<file path="src/rtl/buck_pkg.sv">
package buck_pkg;
  typedef enum logic [2:0] {
    ST_SHUT, ST_PWM, ST_BURST_HS, ST_BURST_LS, ST_IDLE
  } ctrlState_t;

  typedef enum logic [1:0] {SW_OFF, SW_HS, SW_LS} swReq_t;

  typedef struct packed {
    swReq_t swReq;
    logic   ssHold;
  } ctrlStrobe_t;

  localparam logic [1:0] MODE_OFF   = 2'b00;
  localparam logic [1:0] MODE_PWM   = 2'b01;
  localparam logic [1:0] MODE_BURST = 2'b10;
  localparam logic [1:0] MODE_IDLE  = 2'b11;
endpackage

</file>
<file path="src/rtl/buck_ctrl.sv">
module buck_ctrl
  import buck_pkg::*;
(
  input  logic        clk,
  input  logic        rstN,
  input  logic        cyclePulse,
  input  logic        enable,
  input  logic        forcePwm,
  input  logic        underVolt,
  input  logic        rampTrip,
  input  logic        curLimit,
  input  logic        pfmPeak,
  input  logic        nearZero,
  input  logic        dcmDetect,
  input  logic        skipLow,
  input  logic        compHigh,
  input  logic        compLow,
  input  logic        compLow2,
  output ctrlStrobe_t strobe,
  output logic [1:0]  modeInd
);
  ctrlState_t state, stateNext;
  logic hsPhase, hsPhaseNext;

  always_comb begin
    stateNext   = state;
    hsPhaseNext = hsPhase;
    if (!enable) begin
      stateNext   = ST_SHUT;
      hsPhaseNext = 1'b0;
    end else begin
      case (state)
        ST_SHUT: begin
          stateNext   = ST_PWM;
          hsPhaseNext = 1'b0;
        end
        ST_PWM: begin
          if (!forcePwm && (dcmDetect || skipLow)) begin
            stateNext   = ST_IDLE;
            hsPhaseNext = 1'b0;
          end else if (cyclePulse) begin
            hsPhaseNext = 1'b1;
          end else if (rampTrip || curLimit) begin
            hsPhaseNext = 1'b0;
          end
        end
        default: begin
          hsPhaseNext = 1'b0;
          if (forcePwm || compLow2) begin
            stateNext = ST_PWM;
          end else begin
            case (state)
              ST_IDLE:     if (compLow) stateNext = ST_BURST_HS;
              ST_BURST_HS: if (pfmPeak) stateNext = ST_BURST_LS;
              ST_BURST_LS: if (nearZero) stateNext = compHigh ? ST_IDLE : ST_BURST_HS;
              default:     stateNext = ST_SHUT;
            endcase
          end
        end
      endcase
    end
  end

  always_ff @(posedge clk or negedge rstN) begin
    if (!rstN) begin
      state   <= ST_SHUT;
      hsPhase <= 1'b0;
    end else begin
      state   <= stateNext;
      hsPhase <= hsPhaseNext;
    end
  end

  always_comb begin
    strobe.ssHold = !enable || underVolt;
    case (state)
      ST_PWM:      strobe.swReq = hsPhase ? SW_HS : SW_LS;
      ST_BURST_HS: strobe.swReq = SW_HS;
      ST_BURST_LS: strobe.swReq = SW_LS;
      default:     strobe.swReq = SW_OFF;
    endcase
    case (state)
      ST_PWM:                   modeInd = MODE_PWM;
      ST_BURST_HS, ST_BURST_LS: modeInd = MODE_BURST;
      ST_IDLE:                  modeInd = MODE_IDLE;
      default:                  modeInd = MODE_OFF;
    endcase
  end


  shut_mode_chk: assert property (@(posedge clk) disable iff (!rstN)
    !$past(enable) |-> modeInd == MODE_OFF);

  force_pwm_chk: assert property (@(posedge clk) disable iff (!rstN)
    ($past(enable) && $past(forcePwm)) |-> modeInd == MODE_PWM);

  low2_return_chk: assert property (@(posedge clk) disable iff (!rstN)
    ($past(enable) && $past(compLow2) && $past(modeInd) != MODE_OFF) |-> modeInd == MODE_PWM);
endmodule

</file>
<file path="src/rtl/buck_datapath.sv">
module buck_datapath
  import buck_pkg::*;
#(
  parameter int DEAD_CYCLES    = 4,
  parameter int SS_STEP_CYCLES = 256,
  parameter int ILIM_W         = 2
) (
  input  logic              clk,
  input  logic              rstN,
  input  logic              underVolt,
  input  ctrlStrobe_t       strobe,
  output logic              hsGate,
  output logic              lsGate,
  output logic [ILIM_W-1:0] ilimCode
);
  localparam int DW = $clog2(DEAD_CYCLES + 1);
  localparam int SW = $clog2(SS_STEP_CYCLES);
  localparam logic [DW-1:0] DEAD_LAST = DW'(DEAD_CYCLES - 1);
  localparam logic [SW-1:0] SS_LAST   = SW'(SS_STEP_CYCLES - 1);
  localparam logic [ILIM_W-1:0] ILIM_TOP = '1;

  logic [DW-1:0] deadCnt;
  logic          bothOff;
  logic          deadDone;
  assign bothOff  = !hsGate && !lsGate;
  assign deadDone = bothOff && (deadCnt == DEAD_LAST);

  always_ff @(posedge clk or negedge rstN) begin
    if (!rstN) begin
      hsGate  <= 1'b0;
      lsGate  <= 1'b0;
      deadCnt <= DEAD_LAST;
    end else begin
      if (!bothOff)            deadCnt <= '0;
      else if (!deadDone)      deadCnt <= deadCnt + 1'b1;
      if (underVolt) begin
        hsGate <= 1'b0;
        lsGate <= 1'b0;
      end else begin
        if (hsGate && strobe.swReq != SW_HS) hsGate <= 1'b0;
        if (lsGate && strobe.swReq != SW_LS) lsGate <= 1'b0;
        if (deadDone && strobe.swReq == SW_HS) hsGate <= 1'b1;
        if (deadDone && strobe.swReq == SW_LS) lsGate <= 1'b1;
      end
    end
  end

  logic [SW-1:0] ssCnt;
  always_ff @(posedge clk or negedge rstN) begin
    if (!rstN) begin
      ssCnt    <= '0;
      ilimCode <= '0;
    end else if (strobe.ssHold) begin
      ssCnt    <= '0;
      ilimCode <= '0;
    end else if (ilimCode != ILIM_TOP) begin
      if (ssCnt == SS_LAST) begin
        ssCnt    <= '0;
        ilimCode <= ilimCode + 1'b1;
      end else begin
        ssCnt <= ssCnt + 1'b1;
      end
    end
  end


  no_overlap_chk: assert property (@(posedge clk) disable iff (!rstN)
    !(hsGate && lsGate));

  hs_gap_chk: assert property (@(posedge clk) disable iff (!rstN)
    $rose(hsGate) |-> !$past(lsGate));

  ls_gap_chk: assert property (@(posedge clk) disable iff (!rstN)
    $rose(lsGate) |-> !$past(hsGate));

  uv_block_chk: assert property (@(posedge clk) disable iff (!rstN)
    $past(underVolt) |-> bothOff);

  ss_step_chk: assert property (@(posedge clk) disable iff (!rstN)
    !$past(strobe.ssHold) |-> ($past(ilimCode) == ILIM_TOP) ? (ilimCode == ILIM_TOP)
      : (ilimCode == $past(ilimCode) || ilimCode == $past(ilimCode) + 1'b1));

  ss_hold_chk: assert property (@(posedge clk) disable iff (!rstN)
    $past(strobe.ssHold) |-> ilimCode == '0);
endmodule

</file>
<file path="src/rtl/buck_mode_ctrl.sv">
module buck_mode_ctrl
  import buck_pkg::*;
#(
  parameter int DEAD_CYCLES    = 4,
  parameter int SS_STEP_CYCLES = 256
) (
  input  logic       clk,
  input  logic       rstN,
  input  logic       cyclePulse,
  input  logic       enable,
  input  logic       forcePwm,
  input  logic       underVolt,
  input  logic       rampTrip,
  input  logic       curLimit,
  input  logic       pfmPeak,
  input  logic       nearZero,
  input  logic       dcmDetect,
  input  logic       skipLow,
  input  logic       compHigh,
  input  logic       compLow,
  input  logic       compLow2,
  output logic       hsGate,
  output logic       lsGate,
  output logic [1:0] modeInd,
  output logic [1:0] ilimCode
);
  ctrlStrobe_t strobe;

  buck_ctrl ctrl_i (
    .clk(clk), .rstN(rstN), .cyclePulse(cyclePulse), .enable(enable),
    .forcePwm(forcePwm), .underVolt(underVolt), .rampTrip(rampTrip),
    .curLimit(curLimit), .pfmPeak(pfmPeak), .nearZero(nearZero),
    .dcmDetect(dcmDetect), .skipLow(skipLow), .compHigh(compHigh),
    .compLow(compLow), .compLow2(compLow2), .strobe(strobe), .modeInd(modeInd)
  );

  buck_datapath #(
    .DEAD_CYCLES(DEAD_CYCLES), .SS_STEP_CYCLES(SS_STEP_CYCLES), .ILIM_W(2)
  ) dp_i (
    .clk(clk), .rstN(rstN), .underVolt(underVolt), .strobe(strobe),
    .hsGate(hsGate), .lsGate(lsGate), .ilimCode(ilimCode)
  );
endmodule

</file>
<file path="config.mk">
export PLATFORM = sky130hd
export DESIGN_NAME = buck_mode_ctrl
export DESIGN_NICKNAME = d
export VERILOG_FILES = /design/src/rtl/buck_pkg.sv /design/src/rtl/buck_ctrl.sv /design/src/rtl/buck_datapath.sv /design/src/rtl/buck_mode_ctrl.sv
export SDC_FILE = /design/constraint.sdc
export NUM_CORES = 1
export LEC_CHECK = 0
export BUFFER_PORTS_ARGS = -buffer_cell sky130_fd_sc_hd__buf_2
export CAP_MARGIN = 10
export CORE_MARGIN = 5
export CORE_UTILIZATION = 45
export CTS_CLUSTER_DIAMETER = 150
export DETAILED_ROUTE_END_ITERATION = 8
export PLACE_DENSITY = 0.69
export SLEW_MARGIN = 20
export SYNTH_ARGS = -nofsm -noshare
export SYNTH_HDL_FRONTEND = slang
export SYNTH_SLANG_ARGS = --single-unit
export TNS_END_PERCENT = 100
</file>
<file path="constraint.sdc">
create_clock -name clk -period 1.5 [get_ports clk]
set_clock_uncertainty 0.15 [all_clocks]
set_input_delay 0.3 -clock clk [delete_from_list [all_inputs] [get_ports clk]]
set_output_delay 0.3 -clock clk [all_outputs]
set_load 0.01 [all_outputs]
</file>
==> reports/metrics.cfg <==
[timing]
fin_crit_sh_pct=115.1
worst_pin_slew_ns=0.4387
report.final.slew_viol_count=0
max_slew_margin_pct=70.75
rsz0062_at_grt=yes
max_freq_mhz=579.2
setup_viol=6
whs_ns=0.02983
hold_viol=0
layout_min_cycle_time_ns=1.727
fin_ws_ns=-0.2266

[setup_path]
start_kind=flip-flop
critical_path_arrival_ns=1.28
worstPathRequired_ns=1.05
end_kind=output pin
path_max_fanout=4
critPathKind=flip-flop to output pin

[power_and_ir_drop]
peakVddDrop_mv=0.7181
seqPwrFrac_pct=44.6
power.density_mw_per_mm2=980.5
p_leak_nw=0.6116
switchingPower_uw=468.8
intPower_uw=992.2
switching_share_pct=32.09
combinationalPowerShare_pct=37.2
p_clk_share_pct=18.2

[logic_synthesis]
synthCells=114
synth_area_per_cell_sq_um=9.395
synth_most_common_cell=dfrtp_1
synth_edf_count=0
yosysWarnings=0
netlist-cell-type-count=41
synth_seq_cells=19
synthFlopType=dfrtp_1
synth_top_family_by_area=simple AND/OR/NAND/NOR gates
synth_compound_area_share_pct=16.00
netlist_top_cells_area=dfrtp_1, a21oi_1, dfstp_2, ha_1, nor2_1
synth-simple-area-share_pct=21.85
synth_nets=133
synth_top_area_share_pct=39.72
synth.area.mux_share_pct=4.322
synthAdderAreaFrac_pct=4.673
synth_common_cells=dfrtp_1, nor2_1, a21oi_1
yosys.area_share.xor_xnor_pct=4.089
synth_area_sq_mm=0.001071
async_reset_ff_share_pct=100.0
ys_seq_area_share_pct=44.63
synth_largest_area_cell=dfrtp_1

[detailed_routing]
drtIter0Drc=18
ant_nets=0
routed_wl_microns=2447
dr.pass1.iters=4
drc=0
dr_total_vias=998
vias_per_cell=5.670
routedWlPerCell_microns=13.90

[floorplanning]
initial_core_util_pct=47.96
fp-row-count=17
die_w_microns=58.79
io_pins=21
fp.dieH_microns=58.79
core_sq_mm=0.002233
die_area_sq_mm=0.003456

[global_routing]
antenna_found_initial=0
grt_pass1_vias=912
gr-usage-all-layers_pct=15.64
grt_max_degree=20
top_usage_layer=met2
met2_usage_pct=25.87
grt_overflow=0
grt_pass1_wl_microns=4133
use_met3_pct=4.605
grt.met1_usage_pct=19.95

[placement]
io_buffers=20
hpwl_microns=1701
gp_congestion=0.7770

[clock_tree]
clock_latency_ns=0.31
cts_tree=done
cts.clk_slew.worst_paths_ns=0.12
cts.path.max_buffers=2
htree_levels=1
clock-sinks=19
numCtsBuffers=3
root_buffer=clkbuf_4

[cells_and_area]
multi_input_area_sq_um=669.4
seq_area_sq_um=480.5
antennaDiodeCount=0
finish.utilization_pct=66.72
drive_gt1_share_pct=43.24
nFillCells=179
syn_to_final_growth_pct=39.14
nets=168

[outcome]
outcome=finished with violations
failed_checks=setup timing

[flow_run]
maxCapViolCount=0

[hold_path]
min_path_type=input pin to flip-flop

## path summary, 6_finish.rpt
| check | depth (start not counted) | slack [ns] | startpoint | end |
|---|---|---|---|---|
| max in group asynchronous | 2 | 0.55 | rstN | dp_i.deadCnt[0]$_DFFE_PN1P_ |
| max reg2reg | 5 | -0.11 | ctrl_i.state[0]$_DFFE_PN0P_ | ctrl_i.state[0]$_DFFE_PN0P_ |
| min reg2reg | 1 | 0.37 | ctrl_i.hsPhase$_DFFE_PN0P_ | dp_i.lsGate$_DFFE_PN0P_ |
| min | 2 | 0.03 | underVolt | dp_i.hsGate$_DFFE_PN0P_ |
| max | 3 | -0.23 | ctrl_i.state[2]$_DFFE_PN0P_ | modeInd[0] |
| min in group asynchronous | 2 | 0.30 | rstN | dp_i.hsGate$_DFFE_PN0P_ |
## sequential cells by signal (all words and copies together), names as in the netlist
register        flops
dp_i.ssCnt          8
ctrl_i.state        3
dp_i.deadCnt        3
dp_i.ilimCode       2
ctrl_i.hsPhase      1
dp_i.hsGate         1
dp_i.lsGate         1
## power by group through the flow
stage	Clock [mW]	Combinational, mW	Sequential (mW)
after floorplan	0	0.273	0.633
after global placement	0	0.359	0.648
after detailed placement	0	0.370	0.652
after CTS	0.278	0.491	0.649
after global routing	0.305	0.614	0.662
final	0.267	0.543	0.651
## cell type report
| type | instances | share of cell area (%) |
|---|---|---|
| tap | 28 | 2.351 |
| multi-input combinational | 85 | 44.92 |
| timing repair buffer | 36 | 17.63 |
| inverter | 4 | 1.008 |
| sequential | 19 | 32.24 |
| clock buffer | 3 | 1.511 |
| clock inverter | 1 | 0.3359 |
## per-stage QoR
stage / setup TNS, ns / area, sq um / std cells / setup slack, ns / total power, mW
6_report: -0.5436 / 1490 / 176 / -0.2266 / 1.461
5_1_grt: -1.079 / 1490 / 176 / -0.2982 / 1.580
4_1_cts: -0.5146 / 1394 / 176 / -0.2499 / 1.418
3_5_place_dp: -0.03703 / 1281 / 167 / -0.03703 / 1.022
3_3_place_gp: -0.005110 / 1281 / 167 / -0.005110 / 1.007
2_1_floorplan: -0.07267 / 1086 / 114 / -0.07267 / 0.9059
## cells by family after synthesis
family          Yosys count
simple gates             45
buf+inv                  10
xor+xnor                  5
mux                       4
fa+ha+maj                 4
compound gates           27
flops                    19
## per-layer routing
layer / share of wire, % / wire length (microns)
met5: 0 / 0
met4: 0.82 / 20
met3: 4.2 / 102
met2: 50 / 1228
met1: 45 / 1096
## what timing repair did
item | CTS | global route
pin swaps | 6 | 8
setup endpoints to repair | 5 | 15
endpoints found under the hold margin | 17 | 0
hold buffers | 1 | 0
resized for setup | 11 | 19
setup buffers | 4 | 1
## critical path, cell delays in order (launching register included)
cell	delay, ns
dfrtp_2	0.46
or2b_1	0.26
a21oi_2	0.12
buf_2	0.13
## placed cells by master, fill, tap and decap left out, types with 2 or more instances in the layout
master    instances
buf_2            18
nand3_2           2
ha_4              4
nand2b_1          2
dfstp_2           2
nand3_1           2
dfrtp_2           2
buf_6             6
nand4_1           2
nor3_1            4
buf_4            10
nor2_1           13
o21ai_0           2
dfrtp_1          15
nand3b_1          3
a21oi_1           9
xnor2_1           4
a21oi_2           3
nand2_1           6
nor4_1            2
nor3_2            2
mux2i_1           2
inv_1             4
clkbuf_4          3
(Power assumes the default switching activity.)
